`config.mk`:
```
export PLATFORM = sky130hd
export DESIGN_NAME = seg_xlate_top
export DESIGN_NICKNAME = d
export VERILOG_FILES = /design/src/rtl/seg_xlate_pkg.sv /design/src/rtl/seg_xlate_decode.sv /design/src/rtl/seg_xlate_ctrl.sv /design/src/rtl/seg_xlate_top.sv
export SDC_FILE = /design/constraint.sdc
export NUM_CORES = 1
export LEC_CHECK = 0
export ABC_AREA = 1
export BUFFER_PORTS_ARGS = -buffer_cell sky130_fd_sc_hd__buf_2
export CORE_ASPECT_RATIO = 0.8
export CORE_MARGIN = 5
export CORE_UTILIZATION = 25
export DETAILED_ROUTE_END_ITERATION = 6
export PLACE_DENSITY = 0.51
export SLEW_MARGIN = 40
export SYNTH_ARGS = -nofsm -noshare
export SYNTH_HDL_FRONTEND = slang
export SYNTH_SLANG_ARGS = --single-unit
export TNS_END_PERCENT = 30
```
`constraint.sdc`:
```
create_clock -name clk -period 1.4 [get_ports clk]
set_input_delay 0.07 -clock clk [delete_from_list [all_inputs] [get_ports clk]]
set_output_delay 0.07 -clock clk [all_outputs]
set_load 0.1 [all_outputs]
```
`src/rtl/seg_xlate_pkg.sv`:
```
package seg_xlate_pkg;

    localparam int KIND_W   = 2;
    localparam int EN_BIT_A = 2;
    localparam int EN_BIT_B = 3;

    typedef enum logic [KIND_W-1:0] {
        ACC_READ  = 2'd0,
        ACC_WRITE = 2'd1,
        ACC_EXEC  = 2'd2,
        ACC_RSVD  = 2'd3
    } acc_kind_e;

    typedef enum logic [1:0] {
        ST_IDLE  = 2'd0,
        ST_ISSUE = 2'd1,
        ST_WAIT  = 2'd2
    } xl_state_e;

    // Reserved kind code is folded onto a read.
    function automatic acc_kind_e norm_kind(input logic [KIND_W-1:0] k);
        acc_kind_e r;
        case (k)
            2'd1:    r = ACC_WRITE;
            2'd2:    r = ACC_EXEC;
            default: r = ACC_READ;
        endcase
        return r;
    endfunction

endpackage

```
`src/rtl/seg_xlate_decode.sv`:
```
module seg_xlate_decode
    import seg_xlate_pkg::*;
#(
    parameter int ADDR_W = 32,
    parameter int SEG_W  = 4,
    parameter int CFG_W  = 32,
    localparam int NSEG  = 1 << SEG_W,
    localparam int HALF  = NSEG / 2,
    localparam int KB_W  = HALF * SEG_W,
    localparam int OFF_W = ADDR_W - SEG_W
) (
    input  logic [ADDR_W-1:0] vaddr,
    input  logic [KIND_W-1:0] kind,
    input  logic              user,
    input  logic [CFG_W-1:0]  gcfg,
    input  logic [NSEG-1:0]   seg_map,
    input  logic [KB_W-1:0]   kb_lo,
    input  logic [KB_W-1:0]   kb_hi,
    output logic              xl_on,
    output logic              fast,
    output logic [ADDR_W-1:0] fast_paddr,
    output logic              instr,
    output acc_kind_e         kind_n
);

    logic [SEG_W-1:0] seg;
    logic [SEG_W-1:0] base_tab [NSEG];
    logic [SEG_W-1:0] base;
    logic             mapped;
    logic             cfg_unused;

    assign seg = vaddr[ADDR_W-1 -: SEG_W];

    // One base nibble per segment: lower half from kb_lo, upper half from kb_hi.
    for (genvar g = 0; g < NSEG; g++) begin : g_base
        if (g < HALF) begin : g_lo
            assign base_tab[g] = kb_lo[(g % HALF)*SEG_W +: SEG_W];
        end else begin : g_hi
            assign base_tab[g] = kb_hi[(g % HALF)*SEG_W +: SEG_W];
        end
    end

    assign base       = base_tab[seg];
    assign xl_on      = gcfg[EN_BIT_A] | gcfg[EN_BIT_B];
    assign mapped     = xl_on && !user && seg_map[seg];
    assign fast       = !xl_on || mapped;
    assign fast_paddr = mapped ? {base, vaddr[OFF_W-1:0]} : vaddr;
    assign kind_n     = norm_kind(kind);
    assign instr      = (kind_n == ACC_EXEC);
    assign cfg_unused = ^gcfg;

endmodule

```
`src/rtl/seg_xlate_ctrl.sv`:
```
module seg_xlate_ctrl
    import seg_xlate_pkg::*;
#(
    parameter int ADDR_W = 32,
    parameter int PERM_W = 3
) (
    input  logic              clk,
    input  logic              rst,
    input  logic              req_valid,
    output logic              req_ready,
    input  logic [ADDR_W-1:0] req_vaddr,
    input  logic              req_user,
    input  logic              fast,
    input  logic [ADDR_W-1:0] fast_paddr,
    input  logic              instr,
    input  acc_kind_e         kind_n,
    output logic              pg_valid,
    input  logic              pg_ready,
    output logic [ADDR_W-1:0] pg_vaddr,
    output logic              pg_instr,
    output logic [KIND_W-1:0] pg_kind,
    output logic              pg_user,
    input  logic              pg_rsp_valid,
    input  logic [ADDR_W-1:0] pg_rsp_paddr,
    input  logic [PERM_W-1:0] pg_rsp_perm,
    input  logic              pg_rsp_miss,
    output logic              done,
    output logic [ADDR_W-1:0] res_paddr,
    output logic [PERM_W-1:0] res_perm,
    output logic              res_miss
);

    localparam logic [PERM_W-1:0] PERM_ALL = '1;

    xl_state_e state;
    logic      accept;
    logic      take_rsp;

    assign req_ready = (state == ST_IDLE);
    assign pg_valid  = (state == ST_ISSUE);
    assign accept    = req_valid && req_ready;
    assign take_rsp  = (state == ST_WAIT) && pg_rsp_valid;

    always_ff @(posedge clk) begin
        if (rst) begin
            state     <= ST_IDLE;
            done      <= 1'b0;
            res_paddr <= '0;
            res_perm  <= '0;
            res_miss  <= 1'b0;
            pg_vaddr  <= '0;
            pg_instr  <= 1'b0;
            pg_kind   <= '0;
            pg_user   <= 1'b0;
        end else begin
            done <= 1'b0;
            case (state)
                ST_IDLE: begin
                    if (accept) begin
                        if (fast) begin
                            res_paddr <= fast_paddr;
                            res_perm  <= PERM_ALL;
                            res_miss  <= 1'b0;
                            done      <= 1'b1;
                        end else begin
                            pg_vaddr <= req_vaddr;
                            pg_instr <= instr;
                            pg_kind  <= kind_n;
                            pg_user  <= req_user;
                            state    <= ST_ISSUE;
                        end
                    end
                end
                ST_ISSUE: begin
                    if (pg_ready) state <= ST_WAIT;
                end
                ST_WAIT: begin
                    if (take_rsp) begin
                        res_paddr <= pg_rsp_paddr;
                        res_perm  <= pg_rsp_perm;
                        res_miss  <= pg_rsp_miss;
                        done      <= 1'b1;
                        state     <= ST_IDLE;
                    end
                end
                default: state <= ST_IDLE;
            endcase
        end
    end

    p_issue_hold_r8: assert property (@(posedge clk) disable iff (rst)
        (state == ST_ISSUE && !pg_ready) |=> (state == ST_ISSUE) && $stable(pg_vaddr));

    p_rsp_pass_r7: assert property (@(posedge clk) disable iff (rst)
        take_rsp |=> done && res_paddr == $past(pg_rsp_paddr)
                     && res_perm == $past(pg_rsp_perm) && res_miss == $past(pg_rsp_miss));

    p_done_idle_r9: assert property (@(posedge clk) disable iff (rst)
        done |-> state == ST_IDLE);

endmodule

```
`src/rtl/seg_xlate_top.sv`:
```
module seg_xlate_top
    import seg_xlate_pkg::*;
#(
    parameter int ADDR_W = 32,
    parameter int SEG_W  = 4,
    parameter int CFG_W  = 32,
    parameter int PERM_W = 3,
    localparam int NSEG  = 1 << SEG_W,
    localparam int KB_W  = (NSEG / 2) * SEG_W,
    localparam int OFF_W = ADDR_W - SEG_W
) (
    input  logic              clk,
    input  logic              rst,
    input  logic              req_valid,
    output logic              req_ready,
    input  logic [ADDR_W-1:0] req_vaddr,
    input  logic [KIND_W-1:0] req_kind,
    input  logic              req_user,
    input  logic [CFG_W-1:0]  gcfg,
    input  logic [NSEG-1:0]   seg_map,
    input  logic [KB_W-1:0]   kbase_lo,
    input  logic [KB_W-1:0]   kbase_hi,
    output logic              pg_valid,
    input  logic              pg_ready,
    output logic [ADDR_W-1:0] pg_vaddr,
    output logic              pg_instr,
    output logic [KIND_W-1:0] pg_kind,
    output logic              pg_user,
    input  logic              pg_rsp_valid,
    input  logic [ADDR_W-1:0] pg_rsp_paddr,
    input  logic [PERM_W-1:0] pg_rsp_perm,
    input  logic              pg_rsp_miss,
    output logic              done,
    output logic [ADDR_W-1:0] res_paddr,
    output logic [PERM_W-1:0] res_perm,
    output logic              res_miss
);

    logic              xl_on;
    logic              fast;
    logic [ADDR_W-1:0] fast_paddr;
    logic              instr;
    acc_kind_e         kind_n;

    seg_xlate_decode #(
        .ADDR_W(ADDR_W), .SEG_W(SEG_W), .CFG_W(CFG_W)
    ) u_decode (
        .vaddr     (req_vaddr),
        .kind      (req_kind),
        .user      (req_user),
        .gcfg      (gcfg),
        .seg_map   (seg_map),
        .kb_lo     (kbase_lo),
        .kb_hi     (kbase_hi),
        .xl_on     (xl_on),
        .fast      (fast),
        .fast_paddr(fast_paddr),
        .instr     (instr),
        .kind_n    (kind_n)
    );

    seg_xlate_ctrl #(
        .ADDR_W(ADDR_W), .PERM_W(PERM_W)
    ) u_ctrl (
        .clk         (clk),
        .rst         (rst),
        .req_valid   (req_valid),
        .req_ready   (req_ready),
        .req_vaddr   (req_vaddr),
        .req_user    (req_user),
        .fast        (fast),
        .fast_paddr  (fast_paddr),
        .instr       (instr),
        .kind_n      (kind_n),
        .pg_valid    (pg_valid),
        .pg_ready    (pg_ready),
        .pg_vaddr    (pg_vaddr),
        .pg_instr    (pg_instr),
        .pg_kind     (pg_kind),
        .pg_user     (pg_user),
        .pg_rsp_valid(pg_rsp_valid),
        .pg_rsp_paddr(pg_rsp_paddr),
        .pg_rsp_perm (pg_rsp_perm),
        .pg_rsp_miss (pg_rsp_miss),
        .done        (done),
        .res_paddr   (res_paddr),
        .res_perm    (res_perm),
        .res_miss    (res_miss)
    );

    p_reset_idle_r1: assert property (@(posedge clk)
        rst |=> !done && !pg_valid && req_ready);

    p_off_pass_r2: assert property (@(posedge clk) disable iff (rst)
        (req_valid && req_ready && !gcfg[EN_BIT_A] && !gcfg[EN_BIT_B])
        |=> done && res_paddr == $past(req_vaddr) && res_perm == '1 && !res_miss && !pg_valid);

    p_seg_low_r3: assert property (@(posedge clk) disable iff (rst)
        (req_valid && req_ready && xl_on && !req_user && seg_map[req_vaddr[ADDR_W-1 -: SEG_W]])
        |=> done && !res_miss && res_paddr[OFF_W-1:0] == $past(req_vaddr[OFF_W-1:0]));

    p_user_page_r4: assert property (@(posedge clk) disable iff (rst)
        (req_valid && req_ready && xl_on && req_user) |=> pg_valid && !done);

    p_fwd_r5: assert property (@(posedge clk) disable iff (rst)
        $rose(pg_valid) |-> pg_vaddr == $past(req_vaddr) && pg_user == $past(req_user));

    p_path_r6: assert property (@(posedge clk) disable iff (rst)
        $rose(pg_valid) |-> pg_instr == ($past(req_kind) == 2'd2));

    p_busy_r8: assert property (@(posedge clk) disable iff (rst)
        pg_valid |-> !req_ready);

    p_kind_r10: assert property (@(posedge clk) disable iff (rst)
        pg_valid |-> pg_kind != 2'd3);

endmodule

```
==> results.txt, run 1 <==
Psw = 3.57 mW
Chip height = 126 um
Yosys warnings = 0
Slew @ Worst Pin = 0.547 ns
Row cnt = 42
GRT Resource Usage Total = 15.7%
Worst-path cell chain = nor2_4, nand2_2, inv_2, nand3_4, buf_12, clkbuf_16, a21oi_1
Int Power = 5.05 mW
Clock Latency Late Sink = 0.33 ns
Mapped Nets = 839
FFs w/ async S/R, synth = 0%
Max cap viols = 0
Sequential share of power = 28.3%
Post-Syn Area = 0.00418 mm^2
Yosys reg bits = 74
Predominant post-synthesis flop cell = dfxtp_1
Clock Path Buffers = 2
Logic pwr share = 40.2%
First-pass iteration count of the detailed router = 4
Root Buffer = clkbuf_16
Final #Nets = 1083
Yosys top cell area share = 35.4%
Fin Hold WS = 0.0141 ns
Crit Path Class = reg -> reg
Detailed placement HPWL = 12.5 mm
LEAKAGE = 3.49 nW
Starting Density = 25.4%
WP data arrival = 1.60 ns
Final antenna-violating net count = 0
Most common library cell in the layout ignoring fill and taps = buf_2
Synth unique cells = 17
Startpoint Class = flip-flop
Die ar. = 0.0194 mm^2
Sw Ratio = 41.4%
Core box area = 0.0165 mm^2
Die Span X = 155 um
Max Freq = 749 MHz
Number of I/O port buffers = 232
Hold depth = 3
IO Pins = 263
Global-route wire length before repair = 24.6 mm
Max-slew violations = 0
Largest area contributor in the netlist = dfxtp_1
PwrDens = 1340 mW/mm^2
Overflow after GRT = 0
RePlAce Congestion = 0.796
Top cells by area, synth = dfxtp_1 35%, nand2_1 15%, nand3_1 12%
EDFF count, synth = 0
Worst min path class = in -> reg
Worst Path Required = 1.67 ns
Status = completed
CP endpoint kind = flip-flop
Area Overhead vs Synth = 54.0%
Final Hold Fails = 0
Final wirelength = 17.0 mm
Setup slack after layout = 0.0646 ns
Min Tclk post-route = 1.34 ns
Slowest stage delay, CP = 0.37 ns
Layout cells sized above 1 = 36.2%
Setup TNS = 0 ns
Initial DRC Count = 230
Sequential fraction of the synthesis area = 35.4%
Relative slew margins = 63.8%
# H-tree levels = 3
Commonest non-fill, non-tap cells in the layout = 230 x buf_2, 166 x nand2_1, 95 x nand3_1
Antenna violations before repair = 1
Clock transition at the registers of the reported paths = 0.06 ns
Synth Instances = 651
Clock tree sinks = 74
Final setup viols = 0
Vias = 4917
Total CTS buffers = 9
Pre-CTS setup slack = -0.224 ns
Layout Skew = 0.00531 ns
Largest net degree at the start of global routing = 47
Drt drc = 0
TritonCTS clock tree = built
Peak VDD IR = 0.656 mV
Filler cells = 1822
Vias in the first global route = 4625
Clock network fraction of design power = 31.6%
WL/cell = 15.1 um
FF-to-FF setup slack = 0.06 ns
Via density = 4.39
Crit path max fanout = 18
Worst reg2reg path depth = 7
RSZ-0062 raised after global routing = yes
Critical-path top delay cell = dfxtp_4
Ratio of final minimum period to clock period = 95.4%
Final core utilization = 39.1%
Post-Syn Area per Cell = 6.43 um^2
sequential cells by signal, indices dropped and copies added (netlist names):
| signal | count |
|---|---|
| u_ctrl.pg_vaddr | 32 |
| u_ctrl.res_paddr | 32 |
| u_ctrl.res_perm | 3 |
| u_ctrl.state | 2 |
| u_ctrl.done | 1 |
| u_ctrl.pg_instr | 1 |
| u_ctrl.pg_kind | 1 |
| u_ctrl.pg_user | 1 |
| u_ctrl.res_miss | 1 |
timing repair:
action,CTS,global route
cloned,0,6
endpoints found under the hold margin,6,0
pin swaps,0,2
hold buffers,2,0
resized for setup,4,23
setup endpoints to repair,6,58
setup buffers,0,2
cell families after synthesis:
group                  after synthesis  synth area share (%)
buffers and inverters              122                  12.9
AOI/OAI and AO/OA                  109                  13.0
and+or+nand+nor                    321                  32.7
DFF                                 74                  35.4
muxes                               25                  5.98
through the flow:
stage | power [mW] | instance area, um^2 | instances
after global routing | 9.01 | 6440 | 1121
final | 8.62 | 6440 | 1121
after global placement | 5.75 | 5830 | 1094
after floorplan | 4.97 | 4240 | 651
after detailed placement | 5.75 | 5830 | 1094
after CTS | 8.53 | 6220 | 1112
cells in the mapped netlist, types with 4 or more instances:
cell / number
inv_1: 72
buf_2: 18
buf_6: 6
a21oi_1: 71
clkbuf_1: 15
buf_1: 6
nor2_1: 48
o21ai_1: 11
mux2i_1: 25
nand2_1: 170
buf_4: 4
nand3_2: 4
nand3_1: 97
dfxtp_1: 74
o21ai_0: 27
metal layers:
metal  global-route usage, %  part of all wire (%)
met1                    21.4                    48
met2                    24.8                    46
met3                    4.32                   5.4
met4                    3.48                   1.2
met5                       0                     0
final timing paths:
kind,startpoint,to
setup / recovery,u_ctrl.state[1],u_ctrl.pg_vaddr[12]
hold / removal,req_vaddr[16],u_ctrl.pg_vaddr[16]
setup reg to reg,u_ctrl.state[1],u_ctrl.pg_vaddr[12]
hold reg to reg,u_ctrl.pg_vaddr[3],u_ctrl.pg_vaddr[3]
worst max-delay path: cells and delay by family (launching register included):
family,cells,cell delay (ns)
and+or+nand+nor,3,0.33
AOI/OAI and AO/OA,1,0.15
buffers and inverters,3,0.42
DFF,1,0.37
power by group through the flow:
stage                     Combinational (mW)  Sequential [mW]  Clock [mW]
after CTS                               3.29             2.43        2.80
after global routing                    3.69             2.46        2.87
final                                   3.46             2.44        2.72
after floorplan                        0.971             4.00           0
after global placement                  3.27             2.48           0
after detailed placement                3.27             2.48           0
layout make-up:
type / instances / area [um^2] / area share (%)
Clock buffer: 11 / 253 / 3.92
Multi-Input combinational cell: 455 / 2260 / 35.1
Sequential cell: 74 / 1490 / 23.1
Clock inverter: 5 / 100 / 1.55
Inverter: 73 / 277 / 4.29
Antenna cell: 1 / 2.50 / 0.0388
Tap cell: 220 / 275 / 4.27
Timing Repair Buffer: 282 / 1790 / 27.8
Power figures use the tool's default switching activity.
==> run 2, diff against run 1 <==
- PLACE_DENSITY: 0.51 -> 0.49
- SETUP_SLACK_MARGIN: default -> 0.5
- clock period: 1.4 -> 1.3 ns (I/O delays scaled with it)
==> results.txt, run 2 (same netlist as run 1, synthesis figures left out) <==
Die Span X = 155 um
Drt drc = 0
Row cnt = 42
Sequential share of power = 27.6%
Chip height = 126 um
Clock Path Buffers = 2
Total CTS buffers = 9
RePlAce Congestion = 0.769
Peak VDD IR = 0.713 mV
WL/cell = 16.0 um
Die ar. = 0.0194 mm^2
Final setup viols = 71
Int Power = 5.70 mW
Max cap viols = 0
Layout Skew = 0.00787 ns
RSZ-0062 raised after global routing = yes
Final antenna-violating net count = 0
Area Overhead vs Synth = 95.5%
Final Hold Fails = 1
Total Power = 9.98 mW
Core box area = 0.0165 mm^2
Clock Latency Late Sink = 0.34 ns
IO Pins = 263
Max Freq = 727 MHz
Final wirelength = 18.4 mm
Psw = 4.27 mW
Top Registers = u_ctrl.pg_vaddr: 32 flops, u_ctrl.res_paddr: 32 flops, u_ctrl.res_perm: 3 flops
Crit path max fanout = 13
Filler cells = 1603
Clock transition at the registers of the reported paths = 0.06 ns
Overflow after GRT = 0
Commonest non-fill, non-tap cells in the layout = 161 x nand2_1, 157 x buf_2, 86 x buf_12
First-pass iteration count of the detailed router = 4
WP data arrival = 1.61 ns
Ratio of final minimum period to clock period = 106%
# H-tree levels = 3
Crit Path Class = reg -> reg
Failing checks = negative hold slack, negative setup slack
Setup TNS = -2.88 ns
LEAKAGE = 3.94 nW
Max-slew violations = 0
Starting Density = 25.4%
Most common library cell in the layout ignoring fill and taps = nand2_1
Via density = 4.54
PwrDens = 1220 mW/mm^2
CP endpoint kind = flip-flop
Antenna violations before repair = 2
Min Tclk post-route = 1.38 ns
Worst min path class = in -> reg
Clock network fraction of design power = 23.8%
Status = complete, but fails checks
Initial DRC Count = 213
Logic pwr share = 48.6%
Clock tree sinks = 74
Setup slack after layout = -0.0754 ns
Startpoint Class = flip-flop
Vias in the first global route = 5198
Slew @ Worst Pin = 0.325 ns
Sw Ratio = 42.8%
Largest net degree at the start of global routing = 46
Global-route wire length before repair = 27.8 mm
Fin Hold WS = -0.00141 ns
Final #Nets = 1109
Detailed placement HPWL = 11.8 mm
Vias = 5208
GRT Resource Usage Total = 17.8%
Number of I/O port buffers = 232
Layout cells sized above 1 = 44.0%
Relative slew margins = 78.4%
Worst Path Required = 1.54 ns
Root Buffer = clkbuf_16
TritonCTS clock tree = built
[run 2: changes by cell type in the layout (fill, tap and decap cells not counted), moves of 13 or more]
cell     before  now
buf_12       12   86
buf_2       230  157
o21ai_2       0   26
o21ai_0      24    4
nand3_1      95   81
nand3_2       4   18
a21oi_1      65   52
[run 2: critical path, stage by stage, from the launching register on]
cell and delay (ns):
dfxtp_4 0.36, buf_6 0.13, nand2_8 0.08, buf_6 0.20, mux2i_1 0.29, nand3_2 0.10
nand2_1 0.06, nor2_1 0.04
[run 2: per-layer routing]
| layer | vias up | part of all wire, % | GRT usage, % |
|---|---|---|---|
| li1 | 2634 | - | - |
| met1 | 2406 | 44 | 22.8 |
| met2 | 146 | 47 | 29.2 |
| met3 | 20 | 7.2 | 6.04 |
| met4 | 2 | 1.5 | 4.05 |
| met5 | - | 0.038 | 0 |
[run 2: final timing paths]
path                       startpoint                   to  slack (ns)  cells past startpoint
setup / recovery      u_ctrl.state[1]  u_ctrl.res_paddr[4]       -0.08                      7
hold / removal          req_vaddr[17]  u_ctrl.pg_vaddr[17]      -0.001                      3
setup reg to reg      u_ctrl.state[1]  u_ctrl.res_paddr[4]       -0.08                      7
hold reg to reg   u_ctrl.pg_vaddr[13]  u_ctrl.pg_vaddr[13]        0.48                      2
[run 2: layout make-up]
| cell class | instances | area, um^2 | share of cell area (%) |
|---|---|---|---|
| Antenna cell | 1 | 2.50 | 0.0306 |
| Sequential cell | 74 | 1490 | 18.2 |
| Inverter | 73 | 274 | 3.35 |
| Clock buffer | 9 | 225 | 2.75 |
| Timing Repair Buffer | 308 | 3300 | 40.3 |
| Multi-Input combinational cell | 455 | 2570 | 31.4 |
| Clock inverter | 7 | 53.8 | 0.658 |
| Tap cell | 220 | 275 | 3.36 |
[run 2: what timing repair did]
item / 4_1_cts / 5_1_grt
gates cloned: 8 / 4
hold buffers: 10 / 0
pin swaps: 8 / 15
gates resized for setup: 355 / 64
buffers inserted: 12 / 0
endpoints found under the setup margin: 149 / 149
hold endpoints to repair: 9 / 0
[run 2: power by group through the flow]
stage               combinational [mW]  clock, mW  sequential (mW)
floorplan                         1.05          0             4.31
global placement                  3.55          0             2.66
detailed placement                3.54          0             2.66
CTS                               4.66       2.42             2.75
global route                      5.09       2.53             2.79
finish                            4.85       2.37             2.76
[run 2: through the flow]
| stage | hold slack, ns | util, % | area, um^2 | worst slack (ns) | instances |
|---|---|---|---|---|---|
| 2_1_floorplan | 0.127 | - | 4250 | -0.350 | 651 |
| 3_3_place_gp | 0.330 | 35.5 | 5850 | -0.286 | 1096 |
| 3_5_place_dp | 0.332 | 35.5 | 5850 | -0.257 | 1096 |
| 4_1_cts | 0.00352 | 47.5 | 7840 | -0.0772 | 1142 |
| 5_1_grt | 0.00365 | 49.6 | 8180 | -0.140 | 1147 |
| 6_report | -0.00141 | 49.6 | 8180 | -0.0754 | 1147 |
==> run 3, diff against run 2 <==
- CORE_ASPECT_RATIO: 0.8 -> 1.25
- GPL_TIMING_DRIVEN: default -> 0
==> results.txt, run 3 (same netlist as run 1, synthesis figures left out) <==
Worst reg2reg path depth = 8
Final antenna-violating net count = 0
Final setup viols = 46
CP Depth = 8
Fin cells = 1143
WP data arrival = 1.65 ns
Vias in the first global route = 5208
Drt drc = 0
PwrDens = 1250 mW/mm^2
CP bufs+invs = 3
Worst-path cell chain = nor2_4, buf_4, nand3_4, buf_12, buf_8, nand3_1, nand2_1, nor2_1
Max cap viols = 0
Final #Nets = 1106
Status = complete, but fails checks
Min Tclk post-route = 1.39 ns
Most common library cell in the layout ignoring fill and taps = buf_2
Fin Hold WS = 0.0140 ns
Fin area = 0.00779 mm^2
Crit Path Class = reg -> reg
Die Span X = 126 um
WL/cell = 15.9 um
ANT cells = 0
Area Overhead vs Synth = 86.3%
Chip height = 155 um
GRT Resource Usage Total = 17.5%
Clock Latency Late Sink = 0.33 ns
Peak VDD IR = 0.515 mV
# H-tree levels = 3
Filler cells = 1700
Root Buffer = clkbuf_16
Vias = 5154
CP endpoint kind = flip-flop
RSZ-0062 raised after global routing = yes
Placed Instances = 1101
Initial DRC Count = 205
Total CTS buffers = 9
Clock tree sinks = 74
Failing checks = negative setup slack
Worst Path Required = 1.56 ns
Largest net degree at the start of global routing = 13
Slew @ Worst Pin = 0.633 ns
Reg2reg end = u_ctrl.res_paddr[9]
TritonCTS clock tree = built
Overflow after GRT = 0
Max Freq = 719 MHz
Antenna violations before repair = 1
IO Pins = 263
Row cnt = 53
Core box area = 0.0166 mm^2
Clock Path Buffers = 2
Slowest stage delay, CP = 0.36 ns
Setup slack after layout = -0.0914 ns
Global-route wire length before repair = 27.3 mm
Via density = 4.51
Relative slew margins = 57.8%
Layout Skew = 0.00801 ns
Total Power = 9.74 mW
Layout cells sized above 1 = 41.4%
Worst min path class = in -> reg
Die ar. = 0.0194 mm^2
Hold depth = 3
Detailed placement HPWL = 13.7 mm
Max-slew violations = 0
Crit path to = u_ctrl.res_paddr[9]
Crit-path leading delay family = simple AND/OR/NAND/NOR gates
Commonest non-fill, non-tap cells in the layout = 166 x buf_2, 162 x nand2_1, 82 x nand3_1
First-pass iteration count of the detailed router = 4
Setup crit start = u_ctrl.state[1]
Number of I/O port buffers = 230
Starting Density = 25.1%
Final core utilization = 46.8%
Top Registers = u_ctrl.pg_vaddr: 32 flops, u_ctrl.res_paddr: 32 flops, u_ctrl.res_perm: 3 flops
RePlAce Congestion = 0.836
Pre-CTS setup slack = -0.668 ns
LEAKAGE = 3.82 nW
Final Hold Fails = 0
FF-to-FF setup slack = -0.09 ns
Final wirelength = 18.2 mm
Crit path max fanout = 8
Clock transition at the registers of the reported paths = 0.06 ns
Critical-path top delay cell = dfxtp_4
Placed Area = 0.00568 mm^2
Setup TNS = -1.49 ns
Startpoint Class = flip-flop
R2r startpoint = u_ctrl.state[1]
Ratio of final minimum period to clock period = 107%
## run 3: cell types whose count changed in the layout (fill, tap and decap cells not counted), sizes merged
cell         delta
buf            -10
inv             -2
clkinvlp        -1
dlygate4sd3     -9
clkinv          +1
diode           -1
clkbuf         +18
## run 3: worst min path at each step
stage                   from                    to  slack [ns]
6_report        req_vaddr[3]    u_ctrl.pg_vaddr[3]        0.01
5_1_grt        req_vaddr[11]   u_ctrl.pg_vaddr[11]        0.03
4_1_cts                  rst  u_ctrl.res_paddr[27]       -0.01
3_5_place_dp             rst       u_ctrl.state[1]        0.33
3_3_place_gp             rst       u_ctrl.state[1]        0.33
2_1_floorplan            rst       u_ctrl.state[1]        0.13
## run 3: layout make-up
cell class,instances,area (um^2),area share [%]
buffer,49,457,5.86
sequential,74,1490,19.1
clock buffer,11,243,3.11
tap,220,275,3.53
inverter,73,277,3.55
timing repair buffer,256,2580,33.1
clock inverter,5,30.0,0.385
multi-input combinational,455,2440,31.4
## run 3: per-layer routing
| layer | track usage [%] | vias to the layer above | wire, um |
|---|---|---|---|
| met2 | 32.5 | 207 | 9520 |
| li1 | - | 2623 | - |
| met1 | 19.7 | 2300 | 7090 |
| met3 | 4.77 | 22 | 1330 |
| met5 | 0 | - | 11 |
| met4 | 4.60 | 2 | 259 |
## run 3: timing repair
item,4_1_cts,5_1_grt
setup endpoints to repair,149,149
gates cloned,6,4
endpoints found under the hold margin,3,0
pin swaps,18,32
buffers inserted,10,5
hold buffers,1,0
resized for setup,347,80
## run 3: power by group
part	internal (mW)	switching, mW
clock	1.34	0.971
combinational	1.77	2.89
sequential	2.51	0.261
total	5.61	4.12
## run 3: worst min-delay path, stage by stage
cell     delay [ns]
buf_2          0.09
o21ai_1        0.06
a21oi_1        0.09
